<file path="src/rtl/ileave_pwm_pkg.sv">
// Package: shared widths and types for the interleaved PWM generator.
// Assumes a 15-bit duty/compare path and a 4-bit reload and event field.
package ileave_pwm_pkg;
    localparam int DUTY_W = 15;
    localparam int RATE_W = 4;
    localparam int EVT_W  = 4;

    typedef logic [DUTY_W-1:0] duty_t;
    typedef logic [DUTY_W:0]   pos_t;
endpackage

</file>
<file path="src/rtl/ileave_timebase.sv">
// Shared time base: position counter over one full PWM period, the folded
// triangle value used by both comparators, half-period boundary strobes,
// and the reload-interval counter that marks reload points.
// Assumes 2 <= HALF <= 2**DUTY_W - 1.
module ileave_timebase
    import ileave_pwm_pkg::*;
#(
    parameter int HALF = 1000
) (
    input  logic              clk,
    input  logic              rst_n,
    input  logic              en,
    input  logic [RATE_W-1:0] rate_sel,
    output duty_t             tri_v,
    output logic              end_full,
    output logic              end_half,
    output logic              reload
);
    localparam pos_t LAST = pos_t'(2 * HALF - 1);
    localparam pos_t MID  = pos_t'(HALF - 1);

    pos_t              pos;
    pos_t              mirror;
    logic [RATE_W-1:0] hc;
    logic              bnd;

    // Position within the period; held at zero while disabled.
    always_ff @(posedge clk) begin
        if (!rst_n)                  pos <= '0;
        else if (!en || pos == LAST) pos <= '0;
        else                         pos <= pos + pos_t'(1);
    end

    // Boundary strobes and reload decision.
    always_comb begin
        end_full = en && (pos == LAST);
        end_half = en && (pos == MID);
        bnd      = end_full || end_half;
        reload   = bnd && (hc >= rate_sel);
    end

    // Counts boundaries since the last reload point.
    always_ff @(posedge clk) begin
        if (!rst_n || !en) hc <= '0;
        else if (bnd)      hc <= reload ? '0 : hc + RATE_W'(1);
    end

    // Fold the position into a 0..HALF-1..0 triangle.
    always_comb begin
        mirror = LAST - pos;
        tri_v  = (pos <= MID) ? pos[DUTY_W-1:0] : mirror[DUTY_W-1:0];
    end


    pos_range_chk: assert property (@(posedge clk) disable iff (!rst_n)
        pos <= LAST);

    sync_place_chk: assert property (@(posedge clk) disable iff (!rst_n)
        reload |-> (pos == MID || pos == LAST));

    hold_zero_chk: assert property (@(posedge clk) disable iff (!rst_n)
        !en |=> pos == '0);
endmodule

</file>
<file path="src/rtl/ileave_chan.sv">
// One PWM channel: clamps the requested duty, holds a working duty and a
// pending copy, loads only at its own valley boundary, and compares the
// shared triangle. FAR=0 centers the pulse mid-period, FAR=1 centers it on
// the period wrap (180 degrees). Assumes valley/other are one-cycle strobes.
module ileave_chan
    import ileave_pwm_pkg::*;
#(
    parameter int HALF = 1000,
    parameter bit FAR  = 1'b0
) (
    input  logic  clk,
    input  logic  rst_n,
    input  logic  en,
    input  duty_t duty_in,
    input  logic  valley,
    input  logic  other,
    input  logic  reload,
    input  duty_t tri_v,
    output logic  raw
);
    localparam duty_t FULL = duty_t'(HALF);

    duty_t req;
    duty_t act;
    duty_t held;
    logic  pend;

    // Saturate the request at the full-on value.
    assign req = (duty_in > FULL) ? FULL : duty_in;

    // Working duty changes only when leaving this channel's valley.
    always_ff @(posedge clk) begin
        if (!rst_n) begin
            act  <= '0;
            held <= '0;
            pend <= 1'b0;
        end else if (!en) begin
            act  <= req;
            held <= req;
            pend <= 1'b0;
        end else if (valley && reload) begin
            act  <= req;
            pend <= 1'b0;
        end else if (valley && pend) begin
            act  <= held;
            pend <= 1'b0;
        end else if (other && reload) begin
            held <= req;
            pend <= 1'b1;
        end
    end

    // Compare variant picked by the phase parameter.
    generate
        if (!FAR) begin : g_mid
            assign raw = tri_v >= (FULL - act);
        end else begin : g_wrap
            assign raw = tri_v < act;
        end
    endgenerate


    act_hold_chk: assert property (@(posedge clk) disable iff (!rst_n)
        (en && !valley) |=> $stable(act));

    act_range_chk: assert property (@(posedge clk) disable iff (!rst_n)
        act <= FULL);
endmodule

</file>
<file path="src/rtl/ileave_fault.sv">
// Fault handling: per-period blanking that clears itself at the period
// start once the input is low, plus a counter of rising fault edges over a
// window of WIN periods that sets a latch released only by a clear pulse.
// Assumes fault_in is synchronous to clk.
module ileave_fault
    import ileave_pwm_pkg::*;
#(
    parameter int WIN = 8
) (
    input  logic             clk,
    input  logic             rst_n,
    input  logic             en,
    input  logic             fault_in,
    input  logic             clr,
    input  logic [EVT_W-1:0] limit,
    input  logic             end_full,
    output logic             allow
);
    localparam int WIN_W = (WIN > 1) ? $clog2(WIN) : 1;

    logic             fq;
    logic             blank;
    logic             latched;
    logic             rise;
    logic             wend;
    logic [EVT_W-1:0] evt;
    logic [EVT_W-1:0] evt_nx;
    logic [WIN_W-1:0] win;

    // Edge detect, window end and saturating event sum.
    always_comb begin
        rise   = fault_in && !fq;
        wend   = end_full && (win == WIN_W'(WIN - 1));
        evt_nx = (evt == {EVT_W{1'b1}}) ? evt : evt + EVT_W'(rise);
    end

    // Previous fault level for edge detection.
    always_ff @(posedge clk) begin
        if (!rst_n) fq <= 1'b0;
        else        fq <= fault_in;
    end

    // Cycle-by-cycle blanking, cleared at a fault-free period end.
    always_ff @(posedge clk) begin
        if (!rst_n || !en) blank <= 1'b0;
        else if (fault_in) blank <= 1'b1;
        else if (end_full) blank <= 1'b0;
    end

    // Period counter defining the event window.
    always_ff @(posedge clk) begin
        if (!rst_n || !en) win <= '0;
        else if (end_full) win <= wend ? '0 : win + WIN_W'(1);
    end

    // Fault edges seen in the current window.
    always_ff @(posedge clk) begin
        if (!rst_n || !en || clr) evt <= '0;
        else if (wend)            evt <= EVT_W'(rise);
        else                      evt <= evt_nx;
    end

    // Persistent-fault latch.
    always_ff @(posedge clk) begin
        if (!rst_n)     latched <= 1'b0;
        else if (clr)   latched <= 1'b0;
        else if (en && limit != '0 && evt_nx >= limit) latched <= 1'b1;
    end

    assign allow = en && !blank && !fault_in && !latched;


    latch_hold_chk: assert property (@(posedge clk) disable iff (!rst_n)
        (latched && !clr) |=> latched);

    blank_set_chk: assert property (@(posedge clk) disable iff (!rst_n)
        (en && fault_in) |=> !allow);
endmodule

</file>
<file path="src/rtl/ileave_pwm.sv">
// Top: two center-aligned PWM channels, 180 degrees apart, sharing one time
// base, with buffered half-period reload, reload sync output and fault
// gating. Outputs are active-high and low whenever disabled or in reset.
module ileave_pwm
    import ileave_pwm_pkg::*;
#(
    parameter int HALF = 1000,
    parameter int WIN  = 8
) (
    input  logic              clk,
    input  logic              rst_n,
    input  logic              en,
    input  logic [RATE_W-1:0] rate_sel,
    input  logic [DUTY_W-1:0] duty_a,
    input  logic [DUTY_W-1:0] duty_b,
    input  logic              fault_in,
    input  logic              fault_clr,
    input  logic [EVT_W-1:0]  fault_limit,
    output logic              pwm_a,
    output logic              pwm_b,
    output logic              sync_out
);
    duty_t tri_v;
    logic  end_full;
    logic  end_half;
    logic  reload;
    logic  allow;
    duty_t duty_v [2];
    logic  raw    [2];

    assign duty_v[0] = duty_a;
    assign duty_v[1] = duty_b;

    ileave_timebase #(.HALF(HALF)) u_tb (
        .clk      (clk),
        .rst_n    (rst_n),
        .en       (en),
        .rate_sel (rate_sel),
        .tri_v    (tri_v),
        .end_full (end_full),
        .end_half (end_half),
        .reload   (reload)
    );

    // Channel 0 reloads at the period wrap, channel 1 at mid-period.
    for (genvar g = 0; g < 2; g++) begin : gen_ch
        ileave_chan #(.HALF(HALF), .FAR(g == 1)) u_ch (
            .clk     (clk),
            .rst_n   (rst_n),
            .en      (en),
            .duty_in (duty_v[g]),
            .valley  ((g == 0) ? end_full : end_half),
            .other   ((g == 0) ? end_half : end_full),
            .reload  (reload),
            .tri_v   (tri_v),
            .raw     (raw[g])
        );
    end

    ileave_fault #(.WIN(WIN)) u_flt (
        .clk      (clk),
        .rst_n    (rst_n),
        .en       (en),
        .fault_in (fault_in),
        .clr      (fault_clr),
        .limit    (fault_limit),
        .end_full (end_full),
        .allow    (allow)
    );

    assign pwm_a    = raw[0] && allow;
    assign pwm_b    = raw[1] && allow;
    assign sync_out = reload;


    off_quiet_chk: assert property (@(posedge clk) disable iff (!rst_n)
        !en |-> (!pwm_a && !pwm_b && !sync_out));

    fault_blank_chk: assert property (@(posedge clk) disable iff (!rst_n)
        fault_in |-> (!pwm_a && !pwm_b));
endmodule

</file>
<file path="config.mk">
export PLATFORM = sky130hd
export DESIGN_NAME = ileave_pwm
export DESIGN_NICKNAME = d
export VERILOG_FILES = /design/src/rtl/ileave_pwm_pkg.sv /design/src/rtl/ileave_timebase.sv /design/src/rtl/ileave_chan.sv /design/src/rtl/ileave_fault.sv /design/src/rtl/ileave_pwm.sv
export SDC_FILE = /design/constraint.sdc
export NUM_CORES = 1
export LEC_CHECK = 0
export BUFFER_PORTS_ARGS = -buffer_cell sky130_fd_sc_hd__buf_2
export CAP_MARGIN = 20
export CORE_MARGIN = 2
export CORE_UTILIZATION = 48
export CTS_CLUSTER_SIZE = 24
export DETAILED_ROUTE_END_ITERATION = 12
export HOLD_SLACK_MARGIN = 0.06
export PLACE_DENSITY = 0.73
export SLEW_MARGIN = 20
export SYNTH_ARGS = -nofsm -noshare
export SYNTH_HDL_FRONTEND = slang
export SYNTH_HIERARCHICAL = 1
export SYNTH_SLANG_ARGS = --single-unit
</file>
<file path="constraint.sdc">
create_clock -name clk -period 2.7 [get_ports clk]
set_input_delay 0.27 -clock clk [delete_from_list [all_inputs] [get_ports clk]]
set_output_delay 0.27 -clock clk [all_outputs]
set_load 0.02 [all_outputs]
</file>
==> flow_metrics.env, run 1 <==
export IMPL_outcome="finished with violations"
export IMPL_violations="negative setup slack"
export IMPL_grt_max_degree=41
export IMPL_switching_share=0.2667
export IMPL_num_antenna_cells=0
export IMPL_dp_cells=838
export IMPL_gr_total_overflow=0
export IMPL_gp_congestion=0.8881
export IMPL_wl_mm=12.66
export IMPL_combPwrFrac=0.111
export IMPL_path_max_fanout=6
export IMPL_synthCells=609
export IMPL_period_needed_ns=3.374
export IMPL_coreArea_mm2=0.01075
export IMPL_leakagePower_nw=2.786
export IMPL_antenna_left=0
export IMPL_seq_area_frac_synth=0.3502
export IMPL_h_tree_depth=3
export IMPL_clock_skew_ns=0.01083
export IMPL_post_route_util=0.6017
export IMPL_drc_errors=0
export IMPL_avgRoutedWirePerCell_um=14.72
export IMPL_drt_iter0_drc=262
export IMPL_seqPwrFrac=0.558
export IMPL_finalMaxSlewViolations=0
export IMPL_hold_class="primary input to flip-flop"
export IMPL_cts_clk_slew_worst_paths_ns=0.09
export IMPL_avgSynthCellArea_um2=8.635
export IMPL_r2r_cells=10
export IMPL_arrival_ns=3.10
export IMPL_peakVddDrop_mv=0.4534
export IMPL_rsz0062_at_grt="yes"
export IMPL_synth_top_area_share=0.3502
export IMPL_start_util=0.4894
export IMPL_async_reset_ff_frac=0
export IMPL_end_kind="output port"
export IMPL_stdcell_area_mm2=0.006465
export IMPL_required_ns=2.43
export IMPL_port_buffers=45
export IMPL_synthToLayoutAreaGrowth_pct=22.94
export IMPL_path_class="flip-flop to output port"
export IMPL_fin_crit_sh=1.250
export IMPL_viasPerCell=5.565
export IMPL_row_count=38
export IMPL_worst_pin_slew_ns=0.6034
export IMPL_drtPass1Iterations=5
export IMPL_power_mw=2.526
export IMPL_clockPowerShare=0.331
export IMPL_dpl_cell_area_mm2=0.006060
export IMPL_synth_cell_types=71
export IMPL_ios=46
export IMPL_final_layout_size_suffix_gt1_frac=0.2611
export IMPL_yosysMostFrequentCell="dfxtp_1"
export IMPL_ys_ff_latch=92
export IMPL_vias=4786
export IMPL_cts_root_buffer="clkbuf_8"
export IMPL_synthFlopType="dfxtp_1"
export IMPL_syn_area_mm2=0.005259
export IMPL_hpwl_mm=9.826
export IMPL_worst_setup_path_start_kind="flip-flop"
export IMPL_grt_pass1_vias=4522
export IMPL_grt_pass1_wl_mm=20.47
export IMPL_clk_latency_ns=0.38
export IMPL_synth_top_area_cell="dfxtp_1"
export IMPL_relSlewSlack=0.5944
export IMPL_dieArea_mm2=0.01181
export IMPL_syn_nets=699
export IMPL_holdWs_ns=0.08793
export IMPL_ys_warn_count=6
export IMPL_die_w_um=108.7
export IMPL_clockBufferDepth=2
export IMPL_fin_cells=860
export IMPL_cap_violations=0
export IMPL_yosys_top_cells_area="dfxtp_1 (35%), ha_1 (11%), nand2_1 (4.9%)"
export IMPL_ys_top_cells_by_count="dfxtp_1 (92), nand2_1 (69), nor2_1 (52)"
export IMPL_p_per_area_mw_per_mm2=390.8
export IMPL_clock_sink_count=92
export IMPL_cts_hold_buf=0
export IMPL_numCtsBuffers=9
export IMPL_grt_util_all_layers=0.2219
export IMPL_fp_dieH_um=108.7
export IMPL_timing_fmax_ghz=0.2964
export IMPL_min_path_cells=2
export IMPL_synth_edf_count=0
export IMPL_finalSetupViolations=2
export IMPL_antenna_found_initial=0
export IMPL_fin_nets=805
export IMPL_hold_violations=0
export IMPL_p_int_mw=1.853
export IMPL_cts_tree="yes"
export IMPL_switchingPower_mw=0.6738
export IMPL_finalWorstSetupSlack_ns=-0.6740
[path summary, 6_finish.rpt]
path                                         startpoint                endpoint  slack, ns
worst max register to register             u_tb/pos[13]  gen_ch[1].u_ch/held[4]       0.06
worst max-delay path                       u_tb/pos[13]                   pwm_a      -0.67
worst min-delay path                          fault_clr            u_flt/evt[0]       0.09
worst min register to register  gen_ch[0].u_ch/held[13]  gen_ch[0].u_ch/act[13]       0.46
[power by group through the flow]
stage	registers (mW)	logic (mW)	clock network, mW
3_3_place_gp	1.44	0.250	0
4_1_cts	1.41	0.265	0.856
3_5_place_dp	1.44	0.260	0
2_1_floorplan	1.44	0.155	0
6_report	1.41	0.280	0.836
5_1_grt	1.42	0.310	0.928
[critical path, cell delays in order (launching register included)]
cell     delay [ns]
dfxtp_2        0.33
or3_4          0.39
nor4_4         0.20
o21ai_2        0.16
nand2_1        0.09
o21ai_1        0.09
ha_1           0.32
a21o_1         0.19
a221o_1        0.33
a31oi_1        0.19
o21ai_1        0.10
and2_1         0.17
buf_4          0.15
[registers in the layout (all words and copies together) (netlist names), 2 cells and up]
register          cells
u_tb/pos             16
u_flt/evt             4
gen_ch.u_ch/act      30
gen_ch.u_ch/held     30
gen_ch.u_ch/pend      2
u_flt/win             3
u_tb/hc               4
[cell usage in the layout, fill, tap and decap left out, types with 5 or more instances in the layout]
cell,instances
a21oi_1,36
a21oi_2,5
and2_1,6
and3_1,15
buf_2,43
buf_4,70
buf_6,5
clkbuf_8,9
dfxtp_1,88
ha_1,44
inv_1,32
mux2i_1,8
nand2_1,65
nand2_2,6
nand3_1,20
nand4_1,10
nor2_1,51
nor2b_1,5
nor3_1,8
nor4_1,5
o211a_1,6
o211ai_1,7
o21ai_0,10
o21ai_1,11
o221a_1,5
o2bb2ai_1,5
o311a_1,5
xnor2_1,19
xor2_1,17
[metal layers]
metal | share of wire | GRT usage | vias up | wire (um)
li1 | - | - | 2392 | -
met1 | 0.45 | 0.2694 | 2261 | 5635
met2 | 0.49 | 0.3871 | 110 | 6222
met3 | 0.042 | 0.04483 | 23 | 526
met4 | 0.022 | 0.08242 | 0 | 277
met5 | 0 | 0 | - | 0
[logic make-up after synthesis]
kind of cell | count (synthesis) | share of synthesized area
AO/OA/AOI/OAI | 138 | 0.1839
multiplexers | 8 | 0.01523
XOR/XNOR | 37 | 0.06162
buffers and inverters | 56 | 0.04473
AND/OR/NAND/NOR | 231 | 0.2325
adder cells (fa/ha/maj) | 47 | 0.1118
flip-flops | 92 | 0.3502
[final cells by class]
type / instances / area, um2
Multi-Input combinational cell: 461 / 3353
Inverter: 33 / 123.9
Timing Repair Buffer: 118 / 797.0
Tap cell: 140 / 175.2
Clock buffer: 11 / 131.4
Sequential cell: 92 / 1847
Fill cell: 909 / 4280
Clock inverter: 5 / 37.54
[metrics by stage]
stage / setup TNS, ns / worst slack, ns
3_5_place_dp: -0.7504 / -0.3891
5_1_grt: -1.798 / -0.8164
3_3_place_gp: -0.6154 / -0.3109
6_report: -1.295 / -0.6740
4_1_cts: -1.332 / -0.7359
2_1_floorplan: -0.1116 / -0.1116
[what timing repair did]
action                     CTS  global route
pin swaps                    0            12
buffers inserted             0             6
resized for setup            5            38
setup endpoints to repair    2            42
(Power assumes the default switching activity.)
==> inputs of run 2 (changes only) <==
--- a/config.mk
+++ b/config.mk
@@ -12,7 +12,7 @@
 export CTS_CLUSTER_SIZE = 24
 export DETAILED_ROUTE_END_ITERATION = 12
 export HOLD_SLACK_MARGIN = 0.06
-export PLACE_DENSITY = 0.73
+export PLACE_DENSITY = 0.69
 export SLEW_MARGIN = 20
 export SYNTH_ARGS = -nofsm -noshare
 export SYNTH_HDL_FRONTEND = slang
==> flow_metrics.env, run 2 (same netlist as run 1, synthesis figures left out) <==
export IMPL_outcome="finished with violations"
export IMPL_violations="negative setup slack"
export IMPL_tns_ns=-1.203
export IMPL_grt_util_all_layers=0.2251
export IMPL_stdcell_area_mm2=0.006576
export IMPL_die_w_um=108.7
export IMPL_viasPerCell=5.564
export IMPL_vias=4813
export IMPL_rsz0062_at_grt="yes"
export IMPL_port_buffers=45
export IMPL_finalWorstSetupSlack_ns=-0.6272
export IMPL_fin_crit_sh=1.232
export IMPL_post_route_util=0.6120
export IMPL_cts_hold_buf=0
export IMPL_drc_errors=0
export IMPL_max_stage_delay_ns=0.40
export IMPL_antenna_found_initial=0
export IMPL_dp_cells=843
export IMPL_worst_setup_path_start_kind="flip-flop"
export IMPL_relSlewSlack=0.6163
export IMPL_dp_slack_ns=-0.3890
export IMPL_synthToLayoutAreaGrowth_pct=25.05
export IMPL_worst_pin_slew_ns=0.5708
export IMPL_period_needed_ns=3.327
export IMPL_final_common_cell="dfxtp_1"
export IMPL_clockBufferDepth=2
export IMPL_cts_tree="yes"
export IMPL_grt_pass1_vias=4615
export IMPL_critPathSlowestCell="or3_4"
export IMPL_final_layout_size_suffix_gt1_frac=0.2676
export IMPL_finalSetupViolations=2
export IMPL_cap_violations=0
export IMPL_power_mw=2.645
export IMPL_ios=46
export IMPL_drt_iter0_drc=193
export IMPL_dpl_cell_area_mm2=0.006110
export IMPL_path_class="flip-flop to output port"
export IMPL_wl_mm=13.08
export IMPL_crit_buf_inv=1
export IMPL_fp_dieH_um=108.7
export IMPL_gp_congestion=0.8908
export IMPL_clock_sink_count=92
export IMPL_hold_violations=0
export IMPL_crit_family="compound AO/OA/AOI/OAI gates"
export IMPL_end_kind="output port"
export IMPL_path_max_fanout=5
export IMPL_required_ns=2.43
export IMPL_p_per_area_mw_per_mm2=402.1
export IMPL_hold_class="primary input to flip-flop"
export IMPL_finalMaxSlewViolations=0
export IMPL_fillers=939
export IMPL_start_util=0.4894
export IMPL_grt_pass1_wl_mm=21.16
export IMPL_crit_chain="or3_4 > nor4_4 > o21ai_4 > nand2_1 > o21ai_2 > ha_1 > a21o_1 > a221o_1 > a31oi_1 > o21ai_1 > and2_1 > buf_6"
export IMPL_fin_cells=865
export IMPL_clock_skew_ns=0.01310
export IMPL_timing_fmax_ghz=0.3006
export IMPL_gr_total_overflow=0
export IMPL_cts_root_buffer="clkbuf_8"
export IMPL_coreArea_mm2=0.01075
export IMPL_drtPass1Iterations=5
export IMPL_peakVddDrop_mv=0.2965
export IMPL_row_count=38
export IMPL_hpwl_mm=9.947
export IMPL_grt_max_degree=41
export IMPL_biggestRegsByFlops="gen_ch.u_ch/act x30, gen_ch.u_ch/held x30, u_tb/pos x16"
export IMPL_holdWs_ns=0.09751
export IMPL_cts_clk_slew_worst_paths_ns=0.09
export IMPL_dieArea_mm2=0.01181
export IMPL_clk_latency_ns=0.37
export IMPL_layout_common_cells="dfxtp_1 (90), buf_4 (74), nand2_1 (64), nor2_1 (51), ha_1 (45)"
export IMPL_arrival_ns=3.06
export IMPL_antenna_left=0
export IMPL_num_antenna_cells=0
export IMPL_fin_nets=811
export IMPL_leakagePower_nw=2.851
export IMPL_avgRoutedWirePerCell_um=15.12
export IMPL_h_tree_depth=3
export IMPL_numCtsBuffers=9
[run 2: what timing repair did]
item | 4_1_cts | 5_1_grt
gates cloned | 0 | 1
hold endpoints to repair | 0 | 0
buffers inserted | 1 | 5
gates resized for setup | 18 | 33
setup endpoints to repair | 2 | 48
pin swaps | 15 | 23
[run 2: cell type report]
type                            instances  area, um2  area share
Multi-Input combinational cell        461       3378      0.5137
Sequential cell                        92       1844      0.2804
Timing Repair Buffer                  124      858.3      0.1305
Tap cell                              140      175.2     0.02664
Clock buffer                            9      123.9     0.01884
Inverter                               33      123.9     0.01884
Clock inverter                          6      72.57     0.01104
[run 2: worst paths after layout]
kind	startpoint	end	slack [ns]	depth (start not counted)
max reg2reg	u_tb/pos[15]	gen_ch[1].u_ch/held[1]	0.01	11
min	fault_clr	u_flt/evt[0]	0.1	2
min reg2reg	gen_ch[0].u_ch/held[11]	gen_ch[0].u_ch/act[11]	0.46	2
max	u_tb/pos[15]	pwm_a	-0.63	12
[run 2: worst register-to-register path: cells and delay by family, from the launching register on]
family | cells | cell delay [ns]
flip-flops | 1 | 0.33
AND/OR/NAND/NOR | 5 | 1.27
AO/OA/AOI/OAI | 3 | 0.63
buffers and inverters | 3 | 0.42
[run 2: per-layer routing]
| metal | track usage | vias to the layer above | part of all wire |
|---|---|---|---|
| li1 | - | 2406 | - |
| met1 | 0.2839 | 2300 | 0.45 |
| met2 | 0.3929 | 87 | 0.50 |
| met3 | 0.02331 | 20 | 0.032 |
| met4 | 0.09158 | 0 | 0.018 |
| met5 | 0 | - | 0 |
[run 2: power breakdown]
group          switching, mW  internal, mW  total (mW)
Combinational          0.156         0.133       0.289
Clock                  0.511         0.432       0.943
Sequential            0.0231          1.39        1.41
